===== src/rtl/dma_irq_pkg.sv =====
package dma_irq_pkg;
  localparam int FLAGS_PER_CH = 4;
  localparam int EVT_PER_CH   = 3;
  localparam int BIT_GLB      = 0;
  typedef enum logic [1:0] {
    ADDR_STAT = 2'd0,
    ADDR_CLR  = 2'd1,
    ADDR_EN   = 2'd2,
    ADDR_RSV  = 2'd3
  } reg_addr_e;
endpackage


===== src/rtl/dma_irq_chan.sv =====
module dma_irq_chan
  import dma_irq_pkg::*;
(
  input  logic                    clk_i,
  input  logic                    rst_ni,
  input  logic [EVT_PER_CH-1:0]   evt_i,   // done, halfway, fault
  input  logic [FLAGS_PER_CH-1:0] clr_i,   // summary, done, halfway, fault
  input  logic [EVT_PER_CH-1:0]   en_i,
  output logic [FLAGS_PER_CH-1:0] flags_o,
  output logic                    irq_o
);
  logic [EVT_PER_CH-1:0] flag_q;

  // set dominates clear
  always_ff @(posedge clk_i or negedge rst_ni) begin
    if (!rst_ni) flag_q <= '0;
    else begin
      for (int k = 0; k < EVT_PER_CH; k++)
        flag_q[k] <= evt_i[k] | (flag_q[k] & ~(clr_i[k+1] | clr_i[BIT_GLB]));
    end
  end

  assign flags_o = {flag_q, |flag_q};
  assign irq_o   = |(flag_q & en_i);

  for (genvar k = 0; k < EVT_PER_CH; k++) begin : g_chk
    assert_set_wins_R6: assert property (@(posedge clk_i) disable iff (!rst_ni)
      evt_i[k] |=> flags_o[k+1]);
    assert_single_clear_R4: assert property (@(posedge clk_i) disable iff (!rst_ni)
      (clr_i[k+1] && !evt_i[k]) |=> !flags_o[k+1]);
  end

  assert_glb_clear_R5: assert property (@(posedge clk_i) disable iff (!rst_ni)
    (clr_i[BIT_GLB] && evt_i == '0) |=> flags_o == '0);
  assert_hold_R11: assert property (@(posedge clk_i) disable iff (!rst_ni)
    (evt_i == '0 && clr_i == '0) |=> $stable(flags_o));
  assert_glb_rise_R3: assert property (@(posedge clk_i) disable iff (!rst_ni)
    $rose(flags_o[BIT_GLB]) |-> $past(evt_i) != '0);
  assert_irq_needs_flag_R10: assert property (@(posedge clk_i) disable iff (!rst_ni)
    irq_o |-> flags_o[BIT_GLB]);
endmodule


===== src/rtl/dma_irq_regs.sv =====
module dma_irq_regs
  import dma_irq_pkg::*;
#(
  parameter int NUM_CH = 7
) (
  input  logic                         clk_i,
  input  logic                         rst_ni,
  input  logic                         we_i,
  input  logic [1:0]                   addr_i,
  input  logic [FLAGS_PER_CH*NUM_CH-1:0] wdata_i,
  input  logic [FLAGS_PER_CH*NUM_CH-1:0] flags_i,
  output logic [FLAGS_PER_CH*NUM_CH-1:0] clr_o,
  output logic [EVT_PER_CH*NUM_CH-1:0]   en_o,
  output logic [FLAGS_PER_CH*NUM_CH-1:0] rdata_o
);
  localparam int SW = FLAGS_PER_CH * NUM_CH;
  localparam int EW = EVT_PER_CH * NUM_CH;

  logic [EW-1:0] en_q;
  logic [SW-1:0] en_rd;
  logic          wr_clr, wr_en;

  assign wr_clr = we_i && (addr_i == ADDR_CLR);
  assign wr_en  = we_i && (addr_i == ADDR_EN);
  assign clr_o  = wr_clr ? wdata_i : '0;

  always_ff @(posedge clk_i or negedge rst_ni) begin
    if (!rst_ni) en_q <= '0;
    else if (wr_en) begin
      for (int n = 0; n < NUM_CH; n++)
        en_q[EVT_PER_CH*n +: EVT_PER_CH] <= wdata_i[FLAGS_PER_CH*n+1 +: EVT_PER_CH];
    end
  end

  for (genvar n = 0; n < NUM_CH; n++) begin : g_en_rd
    assign en_rd[FLAGS_PER_CH*n]                     = 1'b0;
    assign en_rd[FLAGS_PER_CH*n+1 +: EVT_PER_CH]     = en_q[EVT_PER_CH*n +: EVT_PER_CH];
  end

  always_comb begin
    case (addr_i)
      ADDR_STAT: rdata_o = flags_i;
      ADDR_EN:   rdata_o = en_rd;
      default:   rdata_o = '0;
    endcase
  end

  assign en_o = en_q;

  assert_clr_reads_zero_R8: assert property (@(posedge clk_i) disable iff (!rst_ni)
    (addr_i == ADDR_CLR || addr_i == ADDR_RSV) |-> rdata_o == '0);
  assert_en_hold_R9: assert property (@(posedge clk_i) disable iff (!rst_ni)
    !wr_en |=> $stable(en_o));
endmodule


===== src/rtl/dma_irq_status.sv =====
module dma_irq_status
  import dma_irq_pkg::*;
#(
  parameter int NUM_CH = 7
) (
  input  logic                           clk_i,
  input  logic                           rst_ni,
  input  logic [NUM_CH-1:0]              tc_evt_i,
  input  logic [NUM_CH-1:0]              ht_evt_i,
  input  logic [NUM_CH-1:0]              te_evt_i,
  input  logic                           reg_we_i,
  input  logic [1:0]                     reg_addr_i,
  input  logic [FLAGS_PER_CH*NUM_CH-1:0] reg_wdata_i,
  output logic [FLAGS_PER_CH*NUM_CH-1:0] reg_rdata_o,
  output logic [NUM_CH-1:0]              irq_o
);
  localparam int SW = FLAGS_PER_CH * NUM_CH;
  localparam int EW = EVT_PER_CH * NUM_CH;

  logic [SW-1:0] flags_all, clr_all;
  logic [EW-1:0] en_all;

  dma_irq_regs #(.NUM_CH(NUM_CH)) u_regs (
    .clk_i   (clk_i),
    .rst_ni  (rst_ni),
    .we_i    (reg_we_i),
    .addr_i  (reg_addr_i),
    .wdata_i (reg_wdata_i),
    .flags_i (flags_all),
    .clr_o   (clr_all),
    .en_o    (en_all),
    .rdata_o (reg_rdata_o)
  );

  for (genvar n = 0; n < NUM_CH; n++) begin : g_ch
    dma_irq_chan u_chan (
      .clk_i   (clk_i),
      .rst_ni  (rst_ni),
      .evt_i   ({te_evt_i[n], ht_evt_i[n], tc_evt_i[n]}),
      .clr_i   (clr_all[FLAGS_PER_CH*n +: FLAGS_PER_CH]),
      .en_i    (en_all[EVT_PER_CH*n +: EVT_PER_CH]),
      .flags_o (flags_all[FLAGS_PER_CH*n +: FLAGS_PER_CH]),
      .irq_o   (irq_o[n])
    );
  end

  assert_stat_write_ignored_R7: assert property (@(posedge clk_i) disable iff (!rst_ni)
    (reg_we_i && reg_addr_i == ADDR_STAT && tc_evt_i == '0 && ht_evt_i == '0 && te_evt_i == '0)
    |=> $stable(flags_all));
  assert_irq_subset_R10: assert property (@(posedge clk_i) disable iff (!rst_ni)
    $onehot0(irq_o) || flags_all != '0);
endmodule


===== config.mk =====
export PLATFORM = sky130hd
export DESIGN_NAME = dma_irq_status
export DESIGN_NICKNAME = d
export VERILOG_FILES = /design/src/rtl/dma_irq_pkg.sv /design/src/rtl/dma_irq_chan.sv /design/src/rtl/dma_irq_regs.sv /design/src/rtl/dma_irq_status.sv
export SDC_FILE = /design/constraint.sdc
export NUM_CORES = 1
export LEC_CHECK = 0
export BUFFER_PORTS_ARGS = -buffer_cell sky130_fd_sc_hd__buf_2
export CAP_MARGIN = 20
export CORE_ASPECT_RATIO = 1.1
export CORE_MARGIN = 4
export CORE_UTILIZATION = 54
export DETAILED_ROUTE_END_ITERATION = 7
export GPL_ROUTABILITY_DRIVEN = 0
export PLACE_DENSITY = 0.94
export SETUP_SLACK_MARGIN = 0.3
export SYNTH_ARGS = -nofsm -noshare
export SYNTH_HDL_FRONTEND = slang
export SYNTH_SLANG_ARGS = --single-unit

===== constraint.sdc =====
create_clock -name clk_i -period 1.65 [get_ports clk_i]
set_input_delay 0.165 -clock clk_i [delete_from_list [all_inputs] [get_ports clk_i]]
set_output_delay 0.165 -clock clk_i [all_outputs]
set_load 0.05 [all_outputs]

==> impl_metrics.csv, run 1 <==
group,metric,value,unit
timing,finalHoldViolations,0,
clocking,cts_buffers,5,
timing,worst_pin_slew,491,ps
clocking,cts_sinks,42,
timing,clock.fmax,636,MHz
job,maxCapViolations,0,
finish,mostFrequentLayoutCells,"buf_2 (52), inv_1 (49), buf_6 (40), dfrtp_1 (37), buf_4 (37)",
setup_path,endpoint_kind,"output pin",
power,leakage,1.97,nW
timing,slew_headroom,67.2,%
grt,grt_pass1_vias,2311,
grt,grt_util_met1,31.5,%
power,p_int,2.38,mW
clocking,clockBufferDepth,2,
min_path,min-delay-start,"ht_evt_i[2]",
floorplanning,die_w,73.7,um
setup_path,crit_chain,"a222oi_1 > inv_1 > buf_6",
synthesis,netlist_area,2570,um2
placed_design,io_buffers,88,
setup_path,crit_path_max_incr_delay,450,ps
setup_path,crit_fanout,5,
setup_path,critPathKind,"flop to output pin",
clocking,h-tree-depth,2,
route,wl_per_cell,21.1,um
grt,grt_overflow,0,
grt,grt_busiest_layer,"met2",
min_path,hold_class,"primary input to flop",
min_path,hold-path-endpoint,"g_ch[2].u_chan.flag_q[1]",
finish,fin_nets,406,
synthesis,yosysSeqAreaShare,40.9,%
grt,grt_max_degree,25,
clocking,cts_tree,"built",
floorplanning,design.core.area,4620,um2
clocking,clk_pin_slew,80,ps
grt,grt_use_met3,6.26,%
synthesis,syn_nets,283,
power,power-per-cell-area,958,nW/um2
floorplanning,initial_core_util,55.6,%
route,vias,2369,
placed_design,hpwl,4780,um
power,power.clock.fraction,28.2,%
outcome,status,"finished, final reports clean",
synthesis,yosysUniqueCellTypes,16,
route,drc,0,
power,p_sw_share,34.3,%
synthesis,synth.avg_cell_area,11.2,um2
clocking,insertion_delay,300,ps
min_path,holdPathStages,3,
route,vias_per_cell,5.78,
finish,fillers,232,
grt,grt_use_total,25.3,%
timing,period_share,95.3,%
timing,setup_violations,0,
power,max-vdd-ir-drop,656,uV
synthesis,synth-seq-cells,42,
synthesis,synth.top_cell.area_share,40.9,%
finish,layout_commonest_cell,"buf_2",
finish,layout.cells.non_filler,410,
finish,syn_to_final_growth,47.6,%
route,drtIter0Drc,266,
floorplanning,fp.dieH,80.3,um
synthesis,ys_top_cells_by_area,"dfrtp_1 (41%), mux2_4 (12%), o221ai_2 (12%)",
setup_path,r2r_slack,610,ps
synthesis,syn_inst,229,
finish,drive_gt1_share,60.9,%
setup_path,critical-path-slowest-cell,"dfrtp_2",
setup_path,crit-reg2reg-capture,"g_ch[1].u_chan.flag_q[1]",
synthesis,synth_area_leader_cell,"dfrtp_1",
setup_path,critical_path_arrival,1410,ps
route,wl,8660,um
setup_path,timing.rr.start,"g_ch[1].u_chan.flag_q[1]",
timing,finalClockSkew,0,ps
timing,tns,0,ps
route,drtAntennaViolNets,0,
placed_design,place_inst,365,
setup_path,required,1480,ps
floorplanning,num_rows,26,
power,switchingPower,1.24,mW
synthesis,yosysWarningCount,0,
setup_path,cp-start-kind,"flop",
floorplanning,ios,89,
floorplanning,dieArea,5920,um2
clocking,clock-root-buffer,"clkbuf_8",
grt,grt_pass1_wl,11300,um
power,pwr-share-seq,35.1,%
timing,slew_viol_final,0,
grt,grtUsageMet2,43.4,%
setup_path,ff2ff_path_depth,4,
timing,grt_setup_unrepaired,"true",
route,firstDrtPassIters,5,
power,power_frac_comb,36.6,%
timing,min_period,1570,ps
grt,antenna_found_initial,0,
-- cells in the mapped netlist (all sizes together) --
| library cell | count |
|---|---|
| buf | 14 |
| nand2b | 21 |
| o221ai | 21 |
| o31a | 7 |
| mux2 | 21 |
| nand3b | 1 |
| mux2i | 21 |
| clkbuf | 2 |
| nor2 | 22 |
| a222oi | 7 |
| and3b | 1 |
| inv | 49 |
| dfrtp | 42 |
-- worst max-delay path by stage --
stage                              from              end  slack [ps]  cells past startpoint
2_1_floorplan  g_ch[2].u_chan.flag_q[1]  reg_rdata_o[10]         390                      2
3_3_place_gp              reg_addr_i[1]  reg_rdata_o[25]         310                      5
3_5_place_dp              reg_addr_i[1]   reg_rdata_o[9]         270                      5
4_1_cts                 u_regs.en_o[11]         irq_o[3]         140                      3
5_1_grt        g_ch[1].u_chan.flag_q[2]         irq_o[1]          20                      3
6_report       g_ch[2].u_chan.flag_q[0]         irq_o[2]          80                      3
-- kinds of logic after synthesis --
logic type / count (synthesis) / synth area share, %
AND/OR/NAND/NOR: 45 / 9.45
AO/OA/AOI/OAI: 35 / 17.2
multiplexers: 42 / 20.3
flip-flops: 42 / 40.9
buffers and inverters: 65 / 12.1
-- power groups by stage --
stage | Combinational (mW) | Sequential, mW | Clock (mW)
after global routing | 1.39 | 1.29 | 1.07
final | 1.33 | 1.28 | 1.02
after detailed placement | 1.02 | 1.28 | 0
after floorplan | 0.821 | 1.24 | 0
after global placement | 0.994 | 1.27 | 0
after CTS | 1.19 | 1.26 | 1.01
-- cell type report --
class	instances	area, um2	share of cell area, %
repair buffers	132	1030	27.1
multi-input cells	122	1310	34.5
inverters	49	184	4.85
flip-flops and latches	42	1060	27.9
clock buffers	6	82.6	2.18
clock inverters	2	60.1	1.59
diodes	1	2.50	0.0661
well taps	56	70.1	1.85
-- metal layers --
| metal | up-vias | share of wire [%] |
|---|---|---|
| li1 | 1030 | - |
| met2 | 156 | 51 |
| met4 | 0 | 4.9 |
| met1 | 1144 | 36 |
| met3 | 39 | 7.8 |
| met5 | - | 0 |
-- worst max-delay path, delay by kind of cell (launching register included) --
kind            cells  cell delay [ps]
compound gates      1              390
flops               1              450
buf+inv             2              270
-- stage by stage --
step | worst slack [ps] | hold slack [ps] | area, um2 | util, % | total power, mW
after floorplan | 387 | -131 | 2620 | - | 2.06
after global placement | 314 | 136 | 3070 | 66.5 | 2.26
after detailed placement | 273 | 143 | 3070 | 66.5 | 2.30
after CTS | 139 | 51.3 | 3550 | 76.9 | 3.45
after global routing | 17.0 | 58.0 | 3790 | 82.0 | 3.75
final | 77.9 | 57.4 | 3790 | 82.0 | 3.63
-- timing repair --
item,CTS,global route
setup buffers,21,14
hold endpoints to repair,18,0
pin swaps,8,8
endpoints found under the setup margin,23,35
hold buffers,1,0
resized for setup,51,53
-- flip-flops by register name (all words and copies together), names as in the netlist --
register / count
g_ch.u_chan.flag_q: 21
u_regs.en_o: 21
No activity file was read; power rests on OpenSTA's default activity.
==> inputs of run 2 (changes only) <==
--- a/config.mk
+++ b/config.mk
@@ -13,6 +13,7 @@
 export DETAILED_ROUTE_END_ITERATION = 7
 export GPL_ROUTABILITY_DRIVEN = 0
 export PLACE_DENSITY = 0.94
+export REMOVE_ABC_BUFFERS = 1
 export SETUP_SLACK_MARGIN = 0.3
 export SYNTH_ARGS = -nofsm -noshare
 export SYNTH_HDL_FRONTEND = slang
==> run 2 against run 1 <==
Compared with the run above:
- clock power down 36%
- worst hold slack improved by 1.1 ps
- global-route usage shrank 3.7 points
- non-clock buffer count unchanged
==> impl_metrics.csv, run 2 (synthesis results as in run 1) <==
group,metric,value,unit
grt,grt_overflow,0,
clocking,clockBufferDepth,2,
finish,mostFrequentLayoutCells,"buf_2 (53), inv_1 (49), dfrtp_1 (41), buf_6 (39), buf_4 (37)",
timing,clock.fmax,643,MHz
setup_path,crit-reg2reg-capture,"u_regs.en_o[18]",
route,drtIter0Drc,94,
finish,fillers,300,
power,power_frac_comb,39.2,%
clocking,clock-root-buffer,"clkbuf_8",
floorplanning,dieArea,5920,um2
placed_design,pre_cts_slack,322,ps
power,max-vdd-ir-drop,475,uV
finish,syn_to_final_growth,40.8,%
clocking,cts_buffers,5,
job,maxCapViolations,0,
power,pwr-share-seq,40.0,%
finish,multi_input_area,1210,um2
setup_path,critical_path_arrival,1390,ps
timing,period_share,94.2,%
power,switchingPower,1.11,mW
min_path,hold_class,"primary input to flop",
floorplanning,ios,89,
route,drc,0,
route,wl_per_cell,16.4,um
clocking,cts_tree,"built",
grt,grt_use_total,21.6,%
power,power.clock.fraction,20.8,%
power,p_int,2.03,mW
finish,seq_area,1050,um2
route,drtAntennaViolNets,0,
timing,slew_headroom,64.5,%
clocking,insertion_delay,290,ps
floorplanning,fp.dieH,80.3,um
timing,finalClockSkew,0,ps
timing,finalHoldViolations,0,
setup_path,required,1480,ps
setup_path,endpoint_kind,"output pin",
finish,drive_gt1_share,51.6,%
grt,grt_max_degree,43,
setup_path,timing.rr.start,"u_regs.en_o[18]",
route,vias,2138,
clocking,h-tree-depth,2,
timing,slew_viol_final,0,
route,firstDrtPassIters,4,
min_path,min-delay-start,"tc_evt_i[2]",
placed_design,io_buffers,88,
power,p_sw_share,35.3,%
finish,layout_commonest_cell,"buf_2",
grt,antenna_found_initial,0,
finish,fin_nets,406,
setup_path,r2r_slack,640,ps
clocking,cts_sinks,42,
timing,setup_violations,0,
timing,grt_setup_unrepaired,"true",
min_path,hold-path-endpoint,"g_ch[2].u_chan.flag_q[0]",
grt,grt_pass1_vias,2105,
power,leakage,1.95,nW
timing,setup_slack,95.0,ps
min_path,holdPathStages,3,
timing,min_period,1560,ps
placed_design,placed_area,3020,um2
finish,design_area,3620,um2
power,power-per-cell-area,868,nW/um2
route,vias_per_cell,5.25,
timing,worst_pin_slew,533,ps
setup_path,critPathKind,"flop to output pin",
floorplanning,initial_core_util,55.6,%
grt,grt_pass1_wl,9800,um
floorplanning,num_rows,26,
floorplanning,die_w,73.7,um
clocking,clk_pin_slew,70,ps
finish,diodes,0,
placed_design,hpwl,4440,um
floorplanning,design.core.area,4620,um2
setup_path,crit_fanout,4,
power,p_total,3.14,mW
timing,tns,0,ps
setup_path,ff2ff_path_depth,3,
route,wl,6680,um
setup_path,cp-start-kind,"flop",
outcome,status,"finished, final reports clean",
-- run 2: stage by stage --
stage | utilization, % | hold WS, ps | std cells
after floorplan | - | -131 | 213
after global placement | 65.3 | 260 | 364
after detailed placement | 65.3 | 268 | 364
after CTS | 73.8 | 53.7 | 396
after global routing | 78.3 | 62.5 | 407
final | 78.3 | 58.5 | 407
-- run 2: how the worst max path moves through the flow --
stage          slack [ps]                      from  cells after the start                       end
5_1_grt                30  g_ch[4].u_chan.flag_q[2]                      3                  irq_o[4]
2_1_floorplan         350             reg_addr_i[1]                      2  g_ch[6].u_chan.flag_q[0]
4_1_cts               140  g_ch[3].u_chan.flag_q[0]                      3                  irq_o[3]
6_report               90  g_ch[4].u_chan.flag_q[2]                      3                  irq_o[4]
3_5_place_dp          320             reg_addr_i[1]                      3            u_regs.en_o[7]
3_3_place_gp          300             reg_addr_i[1]                      5           reg_rdata_o[21]
-- run 2: layer usage --
| layer | wire (um) | track usage (%) | part of all wire, % | up-vias |
|---|---|---|---|---|
| met5 | 0 | 0 | 0 | - |
| met4 | 146 | 7.43 | 2.2 | 0 |
| met3 | 398 | 4.88 | 6.0 | 15 |
| met2 | 3500 | 36.9 | 52 | 83 |
| met1 | 2640 | 26.4 | 40 | 1018 |
| li1 | - | - | - | 1022 |
-- run 2: layout make-up --
class | instances | area share, %
sequential | 42 | 29.1
inverter | 49 | 5.09
multi-input combinational | 122 | 33.4
tap | 56 | 1.94
clock buffer | 6 | 2.28
timing repair buffer | 132 | 28.2
-- run 2: power groups by stage --
stage / sequential, mW / combinational, mW / clock, mW
after global placement: 1.27 / 0.963 / 0
after CTS: 1.25 / 1.14 / 0.660
after detailed placement: 1.28 / 0.981 / 0
after floorplan: 1.24 / 0.714 / 0
final: 1.26 / 1.23 / 0.652
after global routing: 1.27 / 1.30 / 0.689
-- run 2: critical path: stages (launching register included) --
cell and delay, ps:
dfrtp_1 420, a222oi_1 360, inv_1 140, buf_6 180
-- run 2: what timing repair did --
action	in CTS	in global routing
resized for setup	37	54
setup endpoints to repair	20	35
endpoints found under the hold margin	42	0
pin swaps	9	11
hold buffers	1	0
buffers inserted	25	11
==> inputs of run 3 (changes only) <==
--- a/config.mk
+++ b/config.mk
@@ -9,10 +9,11 @@
 export CAP_MARGIN = 20
 export CORE_ASPECT_RATIO = 1.1
 export CORE_MARGIN = 4
-export CORE_UTILIZATION = 54
+export CORE_UTILIZATION = 32
 export DETAILED_ROUTE_END_ITERATION = 7
 export GPL_ROUTABILITY_DRIVEN = 0
-export PLACE_DENSITY = 0.94
+export PLACE_DENSITY = 0.64
+export RECOVER_POWER = 50
 export REMOVE_ABC_BUFFERS = 1
 export SETUP_SLACK_MARGIN = 0.3
 export SYNTH_ARGS = -nofsm -noshare
==> run 3 against run 2 <==
Compared with the run above:
- clock skew is the same
- routed wire length grew 3.3%
- combinational power shrank 9.8%
- critical path type unchanged
- critical endpoint unchanged
==> impl_metrics.csv, run 3 (synthesis results as in run 1) <==
group,metric,value,unit
outcome,status,"finished, final reports clean",
grt,grt_use_total,14.7,%
clocking,insertion_delay,290,ps
setup_path,critPathKind,"flop to output pin",
timing,slew_viol_final,0,
floorplanning,design.core.area,7870,um2
clocking,cts_sinks,42,
floorplanning,dieArea,9520,um2
job,maxCapViolations,0,
setup_path,crit_fanout,5,
setup_path,critical-path-slowest-cell,"dfrtp_1",
finish,fin_nets,406,
route,firstDrtPassIters,4,
grt,grt_pass1_wl,11000,um
route,vias_per_cell,4.59,
power,max-vdd-ir-drop,379,uV
finish,design_area,3510,um2
timing,finalHoldViolations,0,
route,vias,2116,
min_path,hold_class,"primary input to flop",
grt,grt_overflow,0,
finish,layout_commonest_cell,"buf_2",
setup_path,critical_path_arrival,1370,ps
finish,syn_to_final_growth,36.7,%
timing,finalClockSkew,0,ps
placed_design,hpwl,4920,um
timing,slew_headroom,48.6,%
timing,min_period,1530,ps
clocking,clk_pin_slew,80,ps
floorplanning,num_rows,34,
grt,antenna_found_initial,0,
setup_path,required,1480,ps
floorplanning,ios,89,
route,drc,0,
clocking,clock-root-buffer,"clkbuf_8",
route,drtAntennaViolNets,0,
finish,diodes,0,
timing,clock.fmax,652,MHz
setup_path,crit_chain,"a222oi_1 > inv_1 > buf_6",
timing,period_share,92.9,%
power,leakage,1.84,nW
finish,fillers,804,
timing,setup_violations,0,
floorplanning,fp.dieH,102,um
placed_design,placed_area,3110,um2
clocking,cts_tree,"built",
setup_path,cp-start-kind,"flop",
finish,drive_gt1_share,42.8,%
timing,grt_setup_unrepaired,"true",
finish,mostFrequentLayoutCells,"buf_2 (50), inv_1 (49), dfrtp_1 (41), buf_6 (35), buf_4 (34)",
power,power-per-cell-area,871,nW/um2
floorplanning,initial_core_util,32.6,%
timing,worst_pin_slew,771,ps
setup_path,crit_path_max_incr_delay,430,ps
grt,grt_pass1_vias,2266,
clocking,cts_buffers,5,
grt,grt_max_degree,24,
setup_path,endpoint_kind,"output pin",
route,wl_per_cell,15.0,um
route,wl,6900,um
clocking,h-tree-depth,2,
floorplanning,die_w,93.4,um
route,drtIter0Drc,62,
timing,tns,0,ps
placed_design,io_buffers,88,
clocking,clockBufferDepth,2,
[run 3: worst paths after layout]
path	from	to	slack, ps	cells after the start
worst max-delay path	g_ch[4].u_chan.flag_q[2]	irq_o[4]	120	3
worst min-delay path	ht_evt_i[3]	g_ch[3].u_chan.flag_q[1]	50	3
worst max register to register	g_ch[5].u_chan.flag_q[2]	g_ch[5].u_chan.flag_q[2]	670	4
worst min register to register	u_regs.en_o[4]	u_regs.en_o[4]	540	1
max in group asynchronous	rst_ni	g_ch[3].u_chan.flag_q[0]	660	3
min in group asynchronous	rst_ni	g_ch[0].u_chan.flag_q[1]	410	2
[run 3: metal layers]
layer  wire [um]  global-route usage, %  share of wire [%]
met3         383                   2.72                5.5
met5           0                      0                  0
met2        3500                   26.6                 51
met4          77                   3.38                1.1
met1        2940                   18.2                 43
[run 3: power breakdown]
group          switching (mW)  internal [mW]
sequential              0.106           1.15
clock                   0.353          0.338
combinational           0.638          0.474
[run 3: final cells by class]
class / count / area (um2) / share of cell area, %
multi-input cells: 122 / 1070 / 30.4
flip-flops and latches: 42 / 1050 / 30.0
repair buffers: 132 / 980 / 27.9
inverters: 49 / 184 / 5.24
well taps: 108 / 135 / 3.85
clock buffers: 7 / 86.3 / 2.46
clock inverters: 1 / 5.00 / 0.143
[run 3: what timing repair did]
action / 4_1_cts / 5_1_grt
gates resized for setup: 39 / 47
cloned: 0 / 0
pin swaps: 11 / 10
endpoints found under the setup margin: 19 / 35
buffers inserted: 23 / 9
endpoints found under the hold margin: 21 / 0
hold buffers: 1 / 0
[run 3: worst max-delay path, delay by kind of cell (launching register included)]
kind	cells	cell delay (ps)
flops	1	430
buf+inv	2	270
compound gates	1	370
[run 3: stage by stage]
stage / hold WS (ps) / util (%) / instances / power [mW] / worst slack, ps
floorplan: -131 / - / 213 / 1.96 / 346
global placement: 173 / 39.5 / 420 / 2.26 / 259
detailed placement: 173 / 39.5 / 420 / 2.27 / 258
CTS: 44.3 / 44.6 / 452 / 3.12 / 119
global route: 53.6 / 44.6 / 461 / 3.22 / 43.7
finish: 54.0 / 44.6 / 461 / 3.06 / 117
